[config.mk]
export PLATFORM = sky130hd
export DESIGN_NAME = burst_col_seq
export DESIGN_NICKNAME = d
export VERILOG_FILES = /design/src/rtl/bcs_pkg.sv /design/src/rtl/bcs_mode_reg.sv /design/src/rtl/bcs_beat_ctrl.sv /design/src/rtl/bcs_addr_gen.sv /design/src/rtl/burst_col_seq.sv
export SDC_FILE = /design/constraint.sdc
export NUM_CORES = 1
export LEC_CHECK = 0
export CAP_MARGIN = 25
export CORE_MARGIN = 2
export CORE_UTILIZATION = 45
export CTS_CLUSTER_DIAMETER = 60
export DETAILED_ROUTE_END_ITERATION = 6
export DONT_BUFFER_PORTS = 1
export PLACE_DENSITY = 0.57
export SLEW_MARGIN = 10
export SYNTH_ARGS = -nofsm -noshare
export SYNTH_HDL_FRONTEND = slang
export SYNTH_HIERARCHICAL = 1
export SYNTH_SLANG_ARGS = --single-unit
[constraint.sdc]
create_clock -name clk -period 2.93 [get_ports clk]
set_clock_uncertainty 0.05 [all_clocks]
set_input_delay 0.293 -clock clk [delete_from_list [all_inputs] [get_ports clk]]
set_output_delay 0.293 -clock clk [all_outputs]
set_load 0.02 [all_outputs]
[src/rtl/bcs_pkg.sv]
package bcs_pkg;

   // burst kinds held once a mode word is accepted
   typedef enum logic [2:0] {
      BK_ONE   = 3'd0,
      BK_TWO   = 3'd1,
      BK_FOUR  = 3'd2,
      BK_EIGHT = 3'd3,
      BK_PAGE  = 3'd4
   } bk_e;

   // log2 of the block size for fixed kinds
   function automatic logic [4:0] bk_log2(input bk_e k);
      case (k)
         BK_TWO:   bk_log2 = 5'd1;
         BK_FOUR:  bk_log2 = 5'd2;
         BK_EIGHT: bk_log2 = 5'd3;
         default:  bk_log2 = 5'd0;
      endcase
   endfunction

endpackage

[src/rtl/bcs_mode_reg.sv]
module bcs_mode_reg
   import bcs_pkg::*;
#(
   parameter int MW = 13
) (
   input  logic          clk,
   input  logic          rst_n,
   input  logic          ld,
   input  logic [MW-1:0] word,
   output bk_e           kind,
   output logic          ilv,
   output logic          wr_single,
   output logic          cl3,
   output logic          err
);

   if (MW < 10) begin : g_mw_chk
      $error("bcs_mode_reg: MW must cover bits up to 9");
   end

   bk_e  cand_kind;
   logic cand_cl3;
   logic ok;
   logic unused_rsvd;

   assign unused_rsvd = ^word[MW-1:10];

   always_comb begin
      ok        = 1'b1;
      cand_kind = BK_ONE;
      cand_cl3  = 1'b0;
      case (word[2:0])
         3'b000: cand_kind = BK_ONE;
         3'b001: cand_kind = BK_TWO;
         3'b010: cand_kind = BK_FOUR;
         3'b011: cand_kind = BK_EIGHT;
         3'b111: begin
            cand_kind = BK_PAGE;
            if (word[3]) ok = 1'b0;
         end
         default: ok = 1'b0;
      endcase
      case (word[6:4])
         3'b010:  cand_cl3 = 1'b0;
         3'b011:  cand_cl3 = 1'b1;
         default: ok = 1'b0;
      endcase
      if (word[8:7] != 2'b00) ok = 1'b0;
   end

   always_ff @(posedge clk or negedge rst_n) begin
      if (!rst_n) begin
         kind      <= BK_ONE;
         ilv       <= 1'b0;
         wr_single <= 1'b0;
         cl3       <= 1'b0;
         err       <= 1'b0;
      end else if (ld) begin
         err <= !ok;
         if (ok) begin
            kind      <= cand_kind;
            ilv       <= word[3];
            wr_single <= word[9];
            cl3       <= cand_cl3;
         end
      end
   end


   rejected_keeps_mode_chk: assert property (@(posedge clk) disable iff (!rst_n)
      ld && !ok |=> $stable(kind) && $stable(ilv) && $stable(wr_single) && $stable(cl3));


   page_never_ilv_chk: assert property (@(posedge clk) disable iff (!rst_n)
      kind == BK_PAGE |-> !ilv);

endmodule

[src/rtl/bcs_beat_ctrl.sv]
module bcs_beat_ctrl
   import bcs_pkg::*;
#(
   parameter int COL_W = 10
) (
   input  logic             clk,
   input  logic             rst_n,
   input  logic             cmd_vld,
   input  logic             cmd_wr,
   input  logic [COL_W-1:0] cmd_col,
   input  logic             term,
   input  bk_e              mode_kind,
   input  logic             mode_ilv,
   input  logic             mode_wr_single,
   output logic             active,
   output logic             last,
   output logic [COL_W-1:0] start_q,
   output logic [COL_W-1:0] beat_q,
   output bk_e              kind_q,
   output logic             ilv_q
);

   logic [COL_W-1:0] len_m1;

   always_comb begin
      case (kind_q)
         BK_TWO:   len_m1 = COL_W'(1);
         BK_FOUR:  len_m1 = COL_W'(3);
         BK_EIGHT: len_m1 = COL_W'(7);
         default:  len_m1 = '0;
      endcase
   end

   assign last = active && (kind_q != BK_PAGE) && (beat_q == len_m1);

   always_ff @(posedge clk or negedge rst_n) begin
      if (!rst_n) begin
         active  <= 1'b0;
         start_q <= '0;
         beat_q  <= '0;
         kind_q  <= BK_ONE;
         ilv_q   <= 1'b0;
      end else if (cmd_vld) begin
         active  <= 1'b1;
         start_q <= cmd_col;
         beat_q  <= '0;
         kind_q  <= (cmd_wr && mode_wr_single) ? BK_ONE : mode_kind;
         ilv_q   <= mode_ilv;
      end else if (active) begin
         if (term || last) begin
            active <= 1'b0;
         end else begin
            beat_q <= beat_q + COL_W'(1);
         end
      end
   end


   cmd_restarts_chk: assert property (@(posedge clk) disable iff (!rst_n)
      cmd_vld |=> active && beat_q == '0 && start_q == $past(cmd_col));


   term_stops_chk: assert property (@(posedge clk) disable iff (!rst_n)
      term && !cmd_vld |=> !active);


   last_ends_chk: assert property (@(posedge clk) disable iff (!rst_n)
      last && !cmd_vld |=> !active);


   burst_mode_held_chk: assert property (@(posedge clk) disable iff (!rst_n)
      active && !cmd_vld |=> $stable(kind_q) && $stable(ilv_q) && $stable(start_q));

endmodule

[src/rtl/bcs_addr_gen.sv]
module bcs_addr_gen
   import bcs_pkg::*;
#(
   parameter int COL_W = 10
) (
   input  logic [COL_W-1:0] start,
   input  logic [COL_W-1:0] beat,
   input  bk_e              kind,
   input  logic             ilv,
   output logic [COL_W-1:0] col
);

   logic [COL_W-1:0] in_blk;
   logic [COL_W-1:0] sum;
   logic [4:0]       lg;
   logic             page;
   logic             xor_mode;

   assign lg       = bk_log2(kind);
   assign page     = (kind == BK_PAGE);
   assign xor_mode = ilv && !page;
   assign sum      = start + beat;

   for (genvar b = 0; b < COL_W; b++) begin : g_bit
      assign in_blk[b] = page || (lg > 5'(b));
      assign col[b]    = !in_blk[b] ? start[b]
                       : (xor_mode ? (start[b] ^ beat[b]) : sum[b]);
   end

endmodule

[src/rtl/burst_col_seq.sv]
module burst_col_seq
   import bcs_pkg::*;
#(
   parameter int COL_W  = 10,
   parameter int MODE_W = 13
) (
   input  logic              clk,
   input  logic              rst_n,
   input  logic              mode_ld,
   input  logic [MODE_W-1:0] mode_word,
   input  logic              cmd_vld,
   input  logic              cmd_wr,
   input  logic [COL_W-1:0]  cmd_col,
   input  logic              burst_term,
   output logic [COL_W-1:0]  col_addr,
   output logic              col_vld,
   output logic              col_last,
   output logic              mode_err,
   output logic [1:0]        cas_lat
);

   localparam int BLK8_W = 3;

   if (COL_W < BLK8_W || COL_W > 16) begin : g_col_chk
      $error("burst_col_seq: COL_W must lie in 3..16");
   end
   if (MODE_W != 13) begin : g_mode_chk
      $error("burst_col_seq: MODE_W must be 13");
   end

   bk_e              m_kind;
   logic             m_ilv;
   logic             m_wrs;
   logic             m_cl3;
   logic [COL_W-1:0] start_q;
   logic [COL_W-1:0] beat_q;
   bk_e              kind_q;
   logic             ilv_q;

   bcs_mode_reg #(.MW(MODE_W)) u_mode (
      .clk       (clk),
      .rst_n     (rst_n),
      .ld        (mode_ld),
      .word      (mode_word),
      .kind      (m_kind),
      .ilv       (m_ilv),
      .wr_single (m_wrs),
      .cl3       (m_cl3),
      .err       (mode_err)
   );

   bcs_beat_ctrl #(.COL_W(COL_W)) u_ctrl (
      .clk            (clk),
      .rst_n          (rst_n),
      .cmd_vld        (cmd_vld),
      .cmd_wr         (cmd_wr),
      .cmd_col        (cmd_col),
      .term           (burst_term),
      .mode_kind      (m_kind),
      .mode_ilv       (m_ilv),
      .mode_wr_single (m_wrs),
      .active         (col_vld),
      .last           (col_last),
      .start_q        (start_q),
      .beat_q         (beat_q),
      .kind_q         (kind_q),
      .ilv_q          (ilv_q)
   );

   bcs_addr_gen #(.COL_W(COL_W)) u_addr (
      .start (start_q),
      .beat  (beat_q),
      .kind  (kind_q),
      .ilv   (ilv_q),
      .col   (col_addr)
   );

   assign cas_lat = m_cl3 ? 2'd3 : 2'd2;


   block_bits_hold_chk: assert property (@(posedge clk) disable iff (!rst_n)
      col_vld && $past(col_vld) && !$past(cmd_vld) && kind_q != BK_PAGE
      |-> col_addr[COL_W-1:BLK8_W] == $past(col_addr[COL_W-1:BLK8_W]));


   last_in_burst_chk: assert property (@(posedge clk) disable iff (!rst_n)
      col_last |-> col_vld);


   page_no_last_chk: assert property (@(posedge clk) disable iff (!rst_n)
      col_vld && kind_q == BK_PAGE |-> !col_last);


   cas_legal_chk: assert property (@(posedge clk) disable iff (!rst_n)
      cas_lat == 2'd2 || cas_lat == 2'd3);

endmodule

# Word level (Yosys, flattened, before mapping)
# Index checks and enable logic that the tools add are counted.
[word_totals] ff_bits=32 latch_bits=0 ram_bits=0 romBits=0 in_bits=29 output_inout_bits=15 elab_cells=105 n_memories=0
[classes] add_sub_neg=2 n_mul=0 n_div=0 order_cmp=10 n_eq_ne=13 n_shift=0 muxes=36 bitwise=10 n_reduce_logical=24
[ops] cell="two-way mux 10 bit" n=3
[ops] cell="two-way mux 1 bit" n=28
[ops] cell="== test 3 x 2 -> 1 bit, second input constant" n=6
[ops] cell="> comparator 2 x 3 -> 1 bit, second input constant" n=4
[ops] cell="one-hot mux 3 bit (4 select lines)" n=1
[ops] cell="logical OR 1 bit" n=11
[ops] cell="adder 10 x 1 -> 10 bit, second input constant" n=1
[ops] cell="adder 10 bit" n=1
[ops] cell="== test 10 x 3 -> 1 bit" n=1
[ops] cell="bitwise XOR 1 bit" n=10
[ops] cell="one-hot mux 3 bit (3 select lines)" n=1
[ops] cell="> comparator 2 x 4 -> 1 bit, second input constant" n=2
[ops] cell="== test 3 x 1 -> 1 bit, second input constant" n=2
[ops] cell="== test 3 bit, second input constant" n=2
[ops] cell="one-hot mux 2 bit (3 select lines)" n=1
[ops] cell="> comparator 2 x 1 -> 1 bit, second input constant" n=2
[ops] cell="> comparator 2 bit, second input constant" n=2
[ops] cell="logical AND 1 bit" n=4
[ops] cell="AND reduction 2 bit" n=2
[ops] cell="nonzero test 2 bit" n=2
[ops] cell="OR reduction 4 bit" n=1
[ops] cell="logical NOT 3 bit" n=1
[ops] cell="two-way mux 3 bit" n=1
[ops] cell="inequality test 3 bit, second input constant" n=1
[ops] cell="4 further kinds" n=5

# Longest topological paths before layout
# Gate-level depths: netlist of the first run.
[logic_depth] depth_word=8 ltp_mapped=8 mapped_depth_nobuf=8

# Modules after synthesis
# The synthesis of the first run kept the hierarchy.
[modules_own_cells] module="bcs_beat_ctrl" instances=1 cells_each=113 area_each_um2=1222.4 seq_area_each_um2=625.6
[modules_own_cells] module="bcs_addr_gen" instances=1 cells_each=78 area_each_um2=538.0 seq_area_each_um2=0.0
[modules_own_cells] module="bcs_mode_reg" instances=1 cells_each=21 area_each_um2=327.8 seq_area_each_um2=175.2
[modules_own_cells] module="burst_col_seq" instances=1 cells_each=3 area_each_um2=18.8 seq_area_each_um2=0.0

# Worst setup path after synthesis of the first run
# Ideal clock, no wire load.
[synth_path] path_type="register to output" from="reg u_ctrl.beat_q[0]" to="out col_addr[8]" t_arrival_ns=2.303 t_required_ns=2.587 setup_slack_ns=0.284 stages_incl_launch_ff=9 n_path_buf=0 cell_sequence="dfrtp_1 ha_1 fa_1 a21o_1 a21oi_1 o21bai_1 a41oi_1 xor2_1 o21ai_0"
[synth_via] elab_chain_len=3
[synth_rtl] item="start, declared" line_no="bcs_beat_ctrl.sv:18" text="output logic [COL_W-1:0] beat_q,"
[synth_rtl] item="start signal, assigned" line_no="bcs_beat_ctrl.sv:53" text="beat_q <= beat_q + COL_W'(1);"
[synth_rtl] item="adder 10 bit" line_no="bcs_addr_gen.sv:22" text="assign sum = start + beat;"
[synth_rtl] item="two-way mux 1 bit" line_no="bcs_addr_gen.sv:27" text=": (xor_mode ? (start[b] ^ beat[b]) : sum[b]);"
[synth_rtl] item="two-way mux 1 bit" line_no="bcs_addr_gen.sv:26" text="assign col[b] = !in_blk[b] ? start[b]"
[synth_rtl] item="end, declared" line_no="burst_col_seq.sv:15" text="output logic [COL_W-1:0] col_addr,"
# No other way between the ends.

# Worst setup path after layout of the first run
[layout_path] from="reg u_ctrl.beat_q[1]" to="out col_addr[9]"
# The elaborated chain is that of the path after synthesis.

==> impl_metrics.yaml, run 1 <==
detailed_routing:
  vias: 1666
  drcViolationCount: 0
  wl_per_cell_um: 16.1
  drt_iter0_drc: 36
  dr.pass1.iters: 4
  viasPerCell: 6.13
  met2_wirelength_um: 2040
  wl_met1_um: 2030
  final_antenna_net_count: 0
  postRouteWirelength_um: 4390
  route.met3.wl_um: 246
  top_layer: "met4"
critical_path:
  crit_arrival_ns: 2.43
  timing_worst_setup_path_type: "reg2out"
  critPathLaunchType: "flop"
  end_kind: "output pin"
  crit_fanout: 9
  critPathRequiredTime_ns: 2.59
yosys:
  yosysWarnings: 6
  syn_area_per_cell_um2: 9.80
  syn_inst: 215
  syn-cell-area_mm2: 0.00211
  synth_cell_types: 51
  synth.top_cell.area_share: 0.380
  synth-edff-count: 0
  synth_fp_nets: 255
  synth_area_leaders: "dfrtp_1, mux2_2, ha_1, a21oi_1, o21ai_0"
  synth-async-reset-ratio: 1.00
  ys_ff_latch: 32
  ys.flop_type: "dfrtp_1"
  seq_area_frac_synth: 0.380
  yosys.area.top_type: "dfrtp_1"
global_routing:
  antenna_found_initial: 0
  grt_max_degree: 33
  grt_pass1_wl_um: 7360
  track_usage: 0.179
  grt_pass1_vias: 1591
  grt_overflow_total: 0
power_and_ir_drop:
  switchingPower_w: 0.000384
  share_seq_of_total_power: 0.442
  p_int_w: 0.000821
  sw_frac_of_total: 0.318
  clkPwrFrac: 0.303
  power.density_mw_per_mm2: 522
  combPwrFrac: 0.254
  ir_drop_mv: 0.329
  leakage_nw: 0.987
cts:
  cts_max_level: 2
  cts_sinks: 32
  clockRootBuffer: "clkbuf_8"
  cts_setup_buffers: 0
  clk-insertion-delay-late_ns: 0.28
  numCtsBuffers: 5
  cts_buffer_depth: 2
  cts_tree: "yes"
  clkTransAtPathRegs_ns: 0.06
place:
  gp_congestion: 0.758
  dp_slack_ns: 0.352
  dp_cells: 263
  numPortBuffers: 0
  dp_hpwl_um: 3150
floorplanning:
  start_util: 0.474
  ioPinCount: 44
  row_count: 24
  dieArea_mm2: 0.00525
  die_y_um: 72.4
  die_w_um: 72.4
  core_mm2: 0.00444
run_status:
  outcome: "finished clean"
sta:
  relSlewSlack: 0.546
  rsz0062_at_grt: "true"
  hold_viol_final: 0
  maxSlewViolCount: 0
  setup_viol: 0
  fmax_mhz: 360
  fin_crit_ns: 2.78
  setup_ws_ns: 0.153
  hold_ws_ns: 0.0193
  fin_crit_sh: 0.948
  tightest_slew_ns: 0.663
finish:
  layout_common_cells: "dfrtp_1, a21oi_1, nand2_1"
  utilization: 0.519
  fin_cells: 272
  area_delta_synth_final_pct: 9.56
  drive_above_1_share: 0.209
  final_nets: 260
  diodes: 0
  mostFrequentLayoutCell: "dfrtp_1"
worst_hold_path:
  hold_path_class: "in2reg"
run:
  maxCapViolations: 0
## flip-flops by register name (all words and copies together) (netlist names)
signal,flops
u_ctrl/active,1
u_mode/ilv,1
u_ctrl/kind_q,3
u_mode/cl3,1
u_ctrl/ilv_q,1
u_ctrl/start_q,10
u_ctrl/beat_q,10
u_mode/err,1
u_mode/wr_single,1
u_mode/kind,3
## power groups by stage
stage                     sequential [W]  clock (W)  combinational, W
after floorplan                 0.000528          0          0.000257
after global placement          0.000540          0          0.000286
after detailed placement        0.000541          0          0.000291
after CTS                       0.000533   0.000381          0.000306
after global routing            0.000539   0.000404          0.000339
final                           0.000533   0.000366          0.000306
## worst paths after layout
kind	from	end	slack [ns]	depth (start not counted)
max reg2reg	u_ctrl/kind_q[2]$_DFFE_PN0P_	u_ctrl/beat_q[5]$_DFFE_PN0P_	0.83	5
max in group asynchronous	rst_n	u_ctrl/beat_q[6]$_DFFE_PN0P_	2.22	2
min in group asynchronous	rst_n	u_ctrl/start_q[4]$_DFFE_PN0P_	0.42	2
min	cmd_vld	u_ctrl/beat_q[7]$_DFFE_PN0P_	0.02	1
max	u_ctrl/beat_q[1]$_DFFE_PN0P_	col_addr[9]	0.15	8
min reg2reg	u_mode/wr_single$_DFFE_PN0P_	u_mode/wr_single$_DFFE_PN0P_	0.46	1
## critical path, stage by stage (launching register included)
cell and delay [ns]:
dfrtp_1 0.53, ha_1 0.31, a21oi_1 0.17, nand4b_1 0.16, nand4_1 0.11, and3_1 0.19, or3_1 0.37, xnor2_1 0.16
buf_4 0.16
## Yosys cell counts (all sizes together), types with 2 or more instances
cell type and number:
xnor2 3, a31oi 3, nand2 15, mux2 16, and3b 2, ha 10
dfrtp 32, nor4 3, buf 4, nand3b 3, and3 2, or4 6
a21o 3, nor2b 3, clkbuf 7, o31ai 6, nand4 3, or3 4
nand3 6, nand4b 3, o211ai 2, nor4b 2, nor3b 2, a22o 3
nand2b 2, o21ai 14, a21oi 19, inv 8, xor2 6, nor2 11
## layout make-up
cell class,instances,area (um2)
clock buffers,7,96.3
multi-input cells,164,1230
fillers,424,2140
inverters,8,30.0
repair buffers,9,82.6
flip-flops and latches,32,802
well taps,52,65.1
## metal layers
layer	up-vias	track usage
li1	806	-
met1	813	0.222
met2	42	0.298
met3	5	0.0431
met4	0	0.0802
met5	-	0
## through the flow
stage          cell area, um2  setup TNS [ns]  total power [W]
2_1_floorplan            2110               0         0.000786
3_3_place_gp             2170               0         0.000826
3_5_place_dp             2170               0         0.000832
4_1_cts                  2290               0          0.00122
5_1_grt                  2310         -0.0168          0.00128
6_report                 2310               0          0.00120
## logic make-up (layout without fill, tap and decap cells)
family / Yosys count / in the layout / share of synthesized area
simple gates: 69 / 69 / 0.194
compound gates: 58 / 58 / 0.187
flops: 32 / 32 / 0.380
buf+inv: 19 / 24 / 0.0416
mux: 16 / 16 / 0.0891
fa+ha+maj: 11 / 11 / 0.0689
xor+xnor: 9 / 9 / 0.0374
other cells: 1 / 1 / 0.00178
## what timing repair did
action / in CTS / in global routing
resized for setup: 0 / 5
hold buffers: 2 / 0
setup endpoints to repair: 0 / 3
hold endpoints to repair: 32 / 0
Note: power is estimated with default switching activity, not from simulation.
==> inputs of run 2 (changes only) <==
- CELL_PAD_IN_SITES_DETAIL_PLACEMENT: default -> 1
- CELL_PAD_IN_SITES_GLOBAL_PLACEMENT: default -> 1
- PLACE_DENSITY: 0.57 -> 0.71
- TNS_END_PERCENT: default -> 30
- clock period: 2.93 -> 3.2 ns (I/O delays scaled with it)
==> run 2 against run 1 <==
  * Via count is 0.36% lower
  * Critical endpoint unchanged
  * Clock power decreased by 11%
  * Core utilization shrank 1.1 points
  * Power decreased by 8.9%
  * Global-route usage rose by 2.9 points
  * Sequential power shrank 8.3%
  * Worst setup slack improved by 0.052 ns
  * Largest cell class unchanged
  * Register-to-register slack improved by 0.23 ns
==> impl_metrics.yaml, run 2 (synthesis results as in run 1) <==
run_status:
  outcome: "finished clean"
sta:
  setup_tns_ns: 0
  maxSlewViolCount: 0
  relSlewSlack: 0.540
  tightest_slew_ns: 0.673
  fmax_mhz: 334
  fin_crit_sh: 0.936
  fin_crit_ns: 2.99
  hold_viol_final: 0
  setup_viol: 0
  setup_ws_ns: 0.206
  rsz0062_at_grt: "false"
  hold_ws_ns: 0.0375
global_routing:
  track_usage: 0.208
  grt_max_degree: 33
  grt_overflow_total: 0
  grt_pass1_wl_um: 8250
  antenna_found_initial: 0
  grt_pass1_vias: 1735
cts:
  cts_max_level: 2
  clkTransAtPathRegs_ns: 0.07
  cts_setup_buffers: 0
  clockRootBuffer: "clkbuf_8"
  numCtsBuffers: 5
  cts_sinks: 32
  clk-insertion-delay-late_ns: 0.29
  cts_tree: "yes"
  cts_buffer_depth: 2
floorplanning:
  die_y_um: 72.4
  start_util: 0.474
  die_w_um: 72.4
  core_mm2: 0.00444
  ioPinCount: 44
  row_count: 24
  dieArea_mm2: 0.00525
worst_hold_path:
  min-delay-start: "cmd_vld"
  hold_path_class: "in2reg"
critical_path:
  crit_fanout: 6
  r2r_start: "u_ctrl/beat_q[0]$_DFFE_PN0P_"
  timing_worst_setup_path_type: "reg2out"
  critPathLaunchType: "flop"
  critPathMaxStageDelay_ns: 0.46
  startpoint: "u_ctrl/beat_q[6]$_DFFE_PN0P_"
  critPathSlowestCell: "dfrtp_1"
  crit_arrival_ns: 2.62
  end_kind: "output pin"
  crit_path_cell_trace: "ha_1, a21o_1, a21oi_2, nand4_1, and3_1, or3_1, xnor2_1"
  critPathRequiredTime_ns: 2.83
power_and_ir_drop:
  power.density_mw_per_mm2: 485
  leakage_nw: 0.967
  ir_drop_mv: 0.293
finish:
  diodes: 0
  layout_common_cells: "dfrtp_1, a21oi_1, nand2_1"
  area_delta_synth_final_pct: 7.30
  mostFrequentLayoutCell: "dfrtp_1"
  final_nets: 256
  multiInputGateArea_mm2: 0.00122
  fillCellCount: 505
  regArea_um2: 801
  reg_top3: "u_ctrl/beat_q (10), u_ctrl/start_q (10)"
  drive_above_1_share: 0.175
run:
  maxCapViolations: 0
detailed_routing:
  drt_iter0_drc: 28
  vias: 1660
  dr.pass1.iters: 4
  drcViolationCount: 0
  viasPerCell: 6.17
  wl_per_cell_um: 18.6
  final_antenna_net_count: 0
  postRouteWirelength_um: 4990
place:
  dp_hpwl_um: 3690
  numPortBuffers: 0
  dp_slack_ns: 0.496
  gp_congestion: 0.726
==> run 2: power by group <==
part	internal (W)	switching [W]
Clock	0.000175	0.000152
Sequential	0.000444	0.0000457
Combinational	0.000110	0.000171
==> run 2: through the flow <==
| step | power, W | std cells | util | instance area, um2 |
|---|---|---|---|---|
| final | 0.00110 | 269 | 0.509 | 2260 |
| after CTS | 0.00111 | 269 | 0.508 | 2260 |
| after global routing | 0.00116 | 269 | 0.509 | 2260 |
| after detailed placement | 0.000765 | 259 | 0.481 | 2140 |
| after floorplan | 0.000719 | 215 | - | 2110 |
| after global placement | 0.000749 | 259 | 0.481 | 2140 |
==> run 2: area by class of cell <==
type	count	area share
well taps	52	0.0288
inverters	8	0.0133
flip-flops and latches	32	0.354
clock buffers	8	0.0398
repair buffers	5	0.0232
multi-input cells	164	0.541
==> run 2: worst paths after layout <==
path | to | slack [ns] | cells after the start
min in group asynchronous | u_ctrl/start_q[2]$_DFFE_PN0P_ | 0.42 | 2
max reg2reg | u_ctrl/beat_q[5]$_DFFE_PN0P_ | 1.06 | 5
min | u_ctrl/beat_q[7]$_DFFE_PN0P_ | 0.04 | 1
min reg2reg | u_mode/kind[1]$_DFFE_PN0P_ | 0.46 | 1
max in group asynchronous | u_ctrl/beat_q[5]$_DFFE_PN0P_ | 2.50 | 2
max | col_addr[9] | 0.21 | 7
==> run 2: routing by layer <==
layer,vias up,track usage,wire length [um]
li1,794,-,-
met1,819,0.252,2230
met2,38,0.343,2440
met3,9,0.0569,225
met4,0,0.103,97
met5,-,0,0
==> run 2: worst max-delay path: cells and delay by family (launching register included) <==
kind	cells	cell delay, ns
AND/OR/NAND/NOR	3	0.68
XOR/XNOR	1	0.41
flip-flops	1	0.46
adder cells (fa/ha/maj)	1	0.40
AO/OA/AOI/OAI	2	0.40
==> run 2: what timing repair did <==
item / in CTS / in global routing
endpoints found under the hold margin: 32 / 0
hold buffers: 2 / 0
gates resized for setup: 0 / 1
setup endpoints to repair: 0 / 1
==> inputs of run 3 (changes only) <==
- CORE_ASPECT_RATIO: default -> 0.7
==> run 3 against run 2 <==
  * The flow now finishes with violations (design-rule violations)
  * Maximum frequency down 1.8%
  * Sequential share of layout area down 0.73 points
  * Worst setup slack worse by 0.055 ns
  * Hold slack better by 0.0019 ns
  * Die area up 0.17%
==> impl_metrics.yaml, run 3 (synthesis results as in run 1) <==
sta:
  fmax_mhz: 328
  rsz0062_at_grt: "false"
  setup_viol: 0
  setup_tns_ns: 0
  fin_crit_sh: 0.953
  tightest_slew_ns: 0.743
  setup_ws_ns: 0.150
  fin_crit_ns: 3.05
  relSlewSlack: 0.492
  hold_viol_final: 0
  maxSlewViolCount: 0
detailed_routing:
  viasPerCell: 6.23
  postRouteWirelength_um: 5300
  wl_per_cell_um: 19.4
  final_antenna_net_count: 0
  dr.pass1.iters: 6
  drt_iter0_drc: 59
  drcViolationCount: 2
  vias: 1701
power_and_ir_drop:
  power.density_mw_per_mm2: 521
  ir_drop_mv: 0.262
  power_w: 0.00120
  leakage_nw: 0.990
global_routing:
  antenna_found_initial: 0
  grt_overflow_total: 0
  grt_pass1_wl_um: 8570
  track_usage: 0.216
  grt_max_degree: 33
  grt_pass1_vias: 1782
floorplanning:
  die_y_um: 61.3
  row_count: 20
  dieArea_mm2: 0.00525
  core_mm2: 0.00443
  ioPinCount: 44
  die_w_um: 85.8
  start_util: 0.476
finish:
  utilization: 0.521
  drive_above_1_share: 0.188
  area_delta_synth_final_pct: 9.56
  diodes: 0
  reg_top3: "u_ctrl/beat_q (10), u_ctrl/start_q (10)"
  mostFrequentLayoutCell: "dfrtp_1"
  final_nets: 257
  layout_common_cells: "dfrtp_1, a21oi_1, nand2_1"
place:
  numPortBuffers: 0
  dp_hpwl_um: 3770
  dp_slack_ns: 0.446
  gp_congestion: 0.764
critical_path:
  critPathRequiredTime_ns: 2.83
  critPathLaunchType: "flop"
  ff2ff_setup_slack_ns: 0.97
  crit_arrival_ns: 2.68
  end_kind: "output pin"
  timing_worst_setup_path_type: "reg2out"
  crit_fanout: 9
worst_hold_path:
  hold_path_class: "in2reg"
cts:
  cts_setup_buffers: 0
  cts_tree: "yes"
  cts_max_level: 2
  cts_buffer_depth: 2
  numCtsBuffers: 5
  clkTransAtPathRegs_ns: 0.07
  cts_sinks: 32
  clockRootBuffer: "clkbuf_8"
  clk-insertion-delay-late_ns: 0.28
run_status:
  violations: "design-rule violations"
  outcome: "finished with violations"
run:
  maxCapViolations: 0
==> run 3: cell type report <==
| type | instances | area (um2) |
|---|---|---|
| well taps | 55 | 68.8 |
| flip-flops and latches | 32 | 801 |
| clock buffers | 7 | 96.3 |
| repair buffers | 6 | 60.1 |
| inverters | 8 | 30.0 |
| clock inverters | 1 | 30.0 |
| fillers | 507 | 2120 |
| multi-input cells | 164 | 1220 |
==> run 3: metal layers <==
metal / up-vias / share of wire / track usage
met5: - / 0 / 0
met3: 9 / 0.038 / 0.0496
met2: 32 / 0.49 / 0.404
met4: 0 / 0.012 / 0.0771
li1: 802 / - / -
met1: 858 / 0.46 / 0.249
==> run 3: metrics by stage <==
step	cell area (um2)	hold WS, ns	cells
after CTS	2300	0.0317	273
after global routing	2310	0.0305	273
after detailed placement	2150	-0.0251	263
after global placement	2150	-0.0250	263
after floorplan	2110	-0.0256	215
final	2310	0.0394	273
==> run 3: final timing paths <==
check	startpoint	endpoint	cells after the start
setup / recovery	u_ctrl/beat_q[1]$_DFFE_PN0P_	col_addr[9]	7
hold / removal	cmd_vld	u_ctrl/beat_q[7]$_DFFE_PN0P_	1
setup reg to reg	u_ctrl/kind_q[2]$_DFFE_PN0P_	u_ctrl/beat_q[9]$_DFFE_PN0P_	5
hold reg to reg	u_mode/ilv$_DFFE_PN0P_	u_mode/ilv$_DFFE_PN0P_	1
max in group asynchronous	rst_n	u_ctrl/start_q[6]$_DFFE_PN0P_	2
min in group asynchronous	rst_n	u_mode/wr_single$_DFFE_PN0P_	2
==> run 3: critical path: stages, from the launching register on <==
cell	delay (ns)
dfrtp_1	0.55
ha_1	0.33
a21oi_1	0.21
nand4b_1	0.17
nand4_1	0.13
and3_1	0.21
or3_1	0.38
xnor2_1	0.41
==> run 3: power breakdown <==
group	total, W	internal [W]	switching (W)
sequential	0.000494	0.000443	0.0000505
combinational	0.000279	0.000111	0.000168
clock	0.000430	0.000275	0.000155
==> run 3: repair_timing <==
action,4_1_cts,5_1_grt
endpoints found under the hold margin,32,0
hold buffers,2,0
resized for setup,0,1
setup endpoints to repair,0,2
